**src/rtl/fv_pkg.sv**
```systemverilog
// Package fv_pkg
// Shared sizing for the fast-interrupt vector generator.
// Assumes the vector and configuration values share one width.
package fv_pkg;
    localparam int unsigned FV_VEC_W     = 32;
    localparam logic [FV_VEC_W-1:0] FV_NONE_VEC = '1;
    localparam logic [FV_VEC_W-1:0] FV_RST_VEC  = '0;
    typedef logic [FV_VEC_W-1:0] fv_vec_t;
endpackage

```
**src/rtl/fv_word_scan.sv**
```systemverilog
// Module fv_word_scan
// Finds the lowest set bit of one source word and flags whether any bit is set.
// Assumes WORD_W is at least 2.
module fv_word_scan #(
    parameter int unsigned WORD_W = 32,
    localparam int unsigned BIT_W = $clog2(WORD_W)
) (
    input  logic [WORD_W-1:0] act_i,
    output logic              hit_o,
    output logic [BIT_W-1:0]  pos_o
);
    // Scan from the top down so the lowest set bit is the last one written.
    always_comb begin
        hit_o = |act_i;
        pos_o = '0;
        for (int b = WORD_W - 1; b >= 0; b--) begin
            if (act_i[b]) pos_o = BIT_W'(b);
        end
    end
endmodule

```
**src/rtl/fv_prio_sel.sv**
```systemverilog
// Module fv_prio_sel
// Selects the lowest-index active source across all source words.
// Assumes word w holds sources w*WORD_W .. w*WORD_W+WORD_W-1.
module fv_prio_sel #(
    parameter int unsigned NUM_WORDS = 4,
    parameter int unsigned WORD_W    = 32,
    localparam int unsigned NUM_SRC  = NUM_WORDS * WORD_W,
    localparam int unsigned IDX_W    = $clog2(NUM_SRC),
    localparam int unsigned BIT_W    = $clog2(WORD_W)
) (
    input  logic [NUM_SRC-1:0] act_i,
    output logic               any_o,
    output logic [IDX_W-1:0]   idx_o
);
    logic [NUM_WORDS-1:0] hit;
    logic [BIT_W-1:0]     pos [NUM_WORDS];

    for (genvar w = 0; w < NUM_WORDS; w++) begin : g_word
        fv_word_scan #(.WORD_W(WORD_W)) u_scan (
            .act_i (act_i[w*WORD_W +: WORD_W]),
            .hit_o (hit[w]),
            .pos_o (pos[w])
        );
    end

    // Pick the lowest word with a hit and join word and bit into one index.
    always_comb begin
        any_o = |hit;
        idx_o = '0;
        for (int w = NUM_WORDS - 1; w >= 0; w--) begin
            if (hit[w]) idx_o = IDX_W'(w * WORD_W) + IDX_W'(pos[w]);
        end
    end
endmodule

```
**src/rtl/fv_vec_calc.sv**
```systemverilog
// Module fv_vec_calc
// Forms base + stride * index, truncated to the vector width, or all ones when idle.
// Assumes the index is narrower than the vector width.
module fv_vec_calc
    import fv_pkg::*;
#(
    parameter int unsigned IDX_W = 7
) (
    input  logic             any_i,
    input  logic [IDX_W-1:0] idx_i,
    input  fv_vec_t          base_i,
    input  fv_vec_t          stride_i,
    output fv_vec_t          vec_o
);
    fv_vec_t offset;

    // Multiply in the vector width so the carry beyond it is dropped.
    always_comb begin
        offset = stride_i * FV_VEC_W'(idx_i);
        vec_o  = any_i ? (base_i + offset) : FV_NONE_VEC;
    end
endmodule

```
**src/rtl/fastirq_vector_unit.sv**
```systemverilog
// Module fastirq_vector_unit
// Top level: masks requests, selects the winning source, registers its vector
// and presents it on a read-only port qualified by a read strobe.
// Assumes all inputs are synchronous to clk.
module fastirq_vector_unit
    import fv_pkg::*;
#(
    parameter int unsigned NUM_WORDS = 4,
    parameter int unsigned WORD_W    = 32,
    localparam int unsigned NUM_SRC  = NUM_WORDS * WORD_W,
    localparam int unsigned IDX_W    = $clog2(NUM_SRC)
) (
    input  logic               clk,
    input  logic               rst_n,
    input  logic [NUM_SRC-1:0] src_req_i,
    input  logic [NUM_SRC-1:0] src_en_i,
    input  logic [31:0]        base_i,
    input  logic [31:0]        stride_i,
    input  logic               rd_en_i,
    output logic [31:0]        rd_data_o,
    output logic               vec_valid_o
);
    logic [NUM_SRC-1:0] act;
    logic               any_act;
    logic [IDX_W-1:0]   win_idx;
    fv_vec_t            vec_nxt;
    fv_vec_t            vec_q;
    logic               vld_q;

    // Qualify each request with its enable bit.
    always_comb act = src_req_i & src_en_i;

    fv_prio_sel #(.NUM_WORDS(NUM_WORDS), .WORD_W(WORD_W)) u_sel (
        .act_i (act),
        .any_o (any_act),
        .idx_o (win_idx)
    );

    fv_vec_calc #(.IDX_W(IDX_W)) u_calc (
        .any_i    (any_act),
        .idx_i    (win_idx),
        .base_i   (base_i),
        .stride_i (stride_i),
        .vec_o    (vec_nxt)
    );

    // Register the vector and its valid flag.
    always_ff @(posedge clk) begin
        if (!rst_n) begin
            vec_q <= FV_RST_VEC;
            vld_q <= 1'b0;
        end else begin
            vec_q <= vec_nxt;
            vld_q <= any_act;
        end
    end

    // Drive the read port only while strobed.
    always_comb begin
        rd_data_o   = rd_en_i ? vec_q : '0;
        vec_valid_o = vld_q;
    end
endmodule

```
**config.mk**
```make
export PLATFORM = sky130hd
export DESIGN_NAME = fastirq_vector_unit
export DESIGN_NICKNAME = d
export VERILOG_FILES = /design/src/rtl/fv_pkg.sv /design/src/rtl/fv_word_scan.sv /design/src/rtl/fv_prio_sel.sv /design/src/rtl/fv_vec_calc.sv /design/src/rtl/fastirq_vector_unit.sv
export SDC_FILE = /design/constraint.sdc
export NUM_CORES = 1
export LEC_CHECK = 0
export CORE_MARGIN = 5
export CORE_UTILIZATION = 51
export DETAILED_ROUTE_END_ITERATION = 8
export PLACE_DENSITY = 0.93
export SYNTH_ARGS = -nofsm -noshare
export SYNTH_HDL_FRONTEND = slang
export SYNTH_SLANG_ARGS = --single-unit
export TNS_END_PERCENT = 30
```
**constraint.sdc**
```tcl
create_clock -name clk -period 20.5 [get_ports clk]
set_input_delay 4.1 -clock clk [delete_from_list [all_inputs] [get_ports clk]]
set_output_delay 4.1 -clock clk [all_outputs]
set_load 0.05 [all_outputs]
```
==> impl_results.md <==
- Status: finished, final reports clean
- Slowest CP cell: a2111oi_0
- Vias after detailed routing: about 11,000
- Buf+Inv Stages, Crit Path: 6
- Clock-pin transition on the worst setup and hold timing paths: around 0.050 ns
- Crit. End Element: flip-flop
- RSZ-0062 raised after global routing: false
- Fmax: between 0.08 and 0.09 GHz
- Global-route wire length before repair: around 60,000 microns
- Routed met1 length: around 14,000 microns
- Worst Hold Class: input pin to flip-flop
- Syn Nets: around 1,800
- Layout area overhead: 39.6%
- Clk buf depth: 2
- Die Area: 0.0228 sq mm
- Post-synthesis async set-or-reset flop share: 0%
- Final WL: roughly 40,000 microns
- GR Overflow Total: 0
- Synth area leaders: fa_1 (32%), inv_1 (7.7%), nand2_1 (7.1%), dfxtp_1 (6.5%), and2_1 (6.1%)
- Slew Viols, Final: 0
- Antenna violations before repair: 8
- DR WL/cell: about 22 microns
- Tmin final: 12.02 ns
- Port Buffer Count: ~360
- Hold Path Depth: 3
- Core ar.: a little under 0.02 sq mm
- CTS root buf: clkbuf_16
- Hold buffers post-CTS: 0
- Router iterations before antenna repair: 7
- Met3 routed wirelength: 3970 microns
- # DRC: 0
- Worst Max-Slew Pin Slew: roughly 1.2 ns
- DR vias/cell: just under 6
- Seq/Total Area, Yosys: roughly 6.5%
- Die Y: roughly 150 microns
- Post-Syn Area: 0.0102 sq mm
- DP Wirelength: between 30,000 and 40,000 microns
- Nets: approximately 2,100
- Crit start category: input pin
- GP Congestion: ~1
- Share of layout cells above drive strength 1: around 2.3%
- Critical Path Fanout Max: 33
- Top Layer Used: met5
- Vias in the first global route: 11,600
- Syn Area/Cell: roughly 8.1 sq um
- Yosys top cell area share: 31.9%
- Arrival @ worst endpoint: about 12 ns
- Final Core Density: 72.6%
- Slew HR: ~17%
- Leak: ~0.0064 uW
- Max H-tree Level: 2
- PwrDens: 57.4 mW/mm^2
- Clock buffer count from CTS: 5
- Setup tns final: 0 ns
- Synth warn: 0
- Largest net degree at the start of global routing: 34
- Fill count: approximately 1,500
- IR drop worst, VDD: around 0.000046 V
- Seq cells post-synth: 33
- Hold Crit Endpoint: vec_q[0]
- CP peak stage delay: about 0.59 ns
- Distinct cells, synth: 72
- CTS sink count: 33
- CTS resizes: 0
- Final hold violation count: 0
- Post-synth EDFFs: 0
- Max cap viols: 0
- Initial core utilization: between 50% and 60%
- Die Width: ~150 microns
- Total power: 814 uW
- Row count: between 50 and 60
- Commonest non-fill, non-tap cell in the layout: clkdlybuf4s50_1
- Hold Startpoint: base_i[0]
- Req. time, crit path: between 20 and 25 ns
- Most frequent CP cell: fa_1
- Detailed Route Iter0 Violations: 940
- Final period utilization: between 50% and 60%
- Top_reg_cell synth: dfxtp_1
- Endpoints failing setup: 0
- Synthesized instance count: 1,254
- Antenna-violating nets left: 0
- WS Path Type: input pin to flip-flop
- Leading area contributor after synthesis: fa_1
- Boundary pin count: roughly 360
- CP delay by family, top: compound AO/OA/AOI/OAI gates
- Total track usage: 34.8%
- Commonest non-fill, non-tap cells in the layout: clkdlybuf4s50_1 (355), inv_1 (208), nand2_1 (193)
- Post-CTS Setup Inserts: 0
- Detail Route met2 WL: 19,700 microns
- CTS tree: done
## registers in the layout, indices dropped and copies added, names as in the netlist
| name | cells |
|---|---|
| vec_q | 32 |
| vec_valid_o | 1 |
## metrics by stage
step / setup slack, ns / hold slack [ns] / instances / cell area, sq um
4_1_cts: 8.59 / 4.55 / 1861 / 14200
3_3_place_gp: 8.72 / 4.84 / 1853 / 14000
2_1_floorplan: 10.17 / 4.25 / 1254 / 10200
6_report: 8.48 / 4.54 / 1868 / 14200
3_5_place_dp: 8.33 / 4.83 / 1853 / 14000
5_1_grt: 7.93 / 4.58 / 1867 / 14200
## area by class of cell
type,instances,area (sq um),share of cell area [%]
inverters,208,781,5.51
diodes,7,17.5,0.124
repair buffers,362,3610,25.4
flip-flops and latches,33,661,4.66
well taps,265,332,2.34
clock inverters,1,5.00,0.0353
multi-input cells,985,8620,60.8
clock buffers,7,153,1.08
## metal layers
| metal | track usage, % | vias to the layer above |
|---|---|---|
| met5 | 0 | - |
| met4 | 14.8 | 2 |
| met3 | 8.98 | 137 |
| met2 | 60.4 | 699 |
| met1 | 40.7 | 5375 |
| li1 | - | 4923 |
## where the power goes
group | total, uW | internal, uW | switching [uW] | leakage [uW]
sequential | 96.7 | 90.2 | 6.45 | 0.000275
clock | 78.2 | 51.4 | 26.9 | 0.0000799
combinational | 639 | 281 | 358 | 0.00609
total | 814 | 423 | 392 | 0.00644
## cells in the mapped netlist, types with 19 or more instances
cell	count
nor2b_1	34
a21oi_1	37
ha_1	41
o21ai_0	25
xnor2_1	19
nor2_1	25
and2_1	99
inv_1	208
a22oi_1	50
o21a_1	21
dfxtp_1	33
fa_1	162
a22o_1	20
nand2_1	193
and3_1	24
clkbuf_1	26
a21boi_0	24
## worst max-delay path by stage
stage / start / end / cells past startpoint
after floorplan: src_req_i[101] / vec_q[30] / 25
after global placement: src_en_i[8] / vec_q[30] / 28
after detailed placement: src_req_i[7] / vec_q[30] / 28
after CTS: src_req_i[7] / vec_q[30] / 28
after global routing: src_req_i[7] / vec_q[30] / 28
final: src_en_i[8] / vec_q[30] / 28
## cells by family (layout without fill, tap and decap cells)
family	Yosys count	count (layout)	share of synthesized area (%)
AO/OA/AOI/OAI	283	283	20.6
XOR/XNOR	34	34	3.20
adder cells (fa/ha/maj)	203	203	37.0
buffers and inverters	236	578	8.73
flip-flops	33	33	6.50
other	0	7	0
AND/OR/NAND/NOR	465	465	24.0
## worst min-delay path, stage by stage
cell	delay, ns
clkdlybuf4s50_1	0.46
ha_1	0.13
o21a_1	0.11
(Power assumes the default switching activity.)
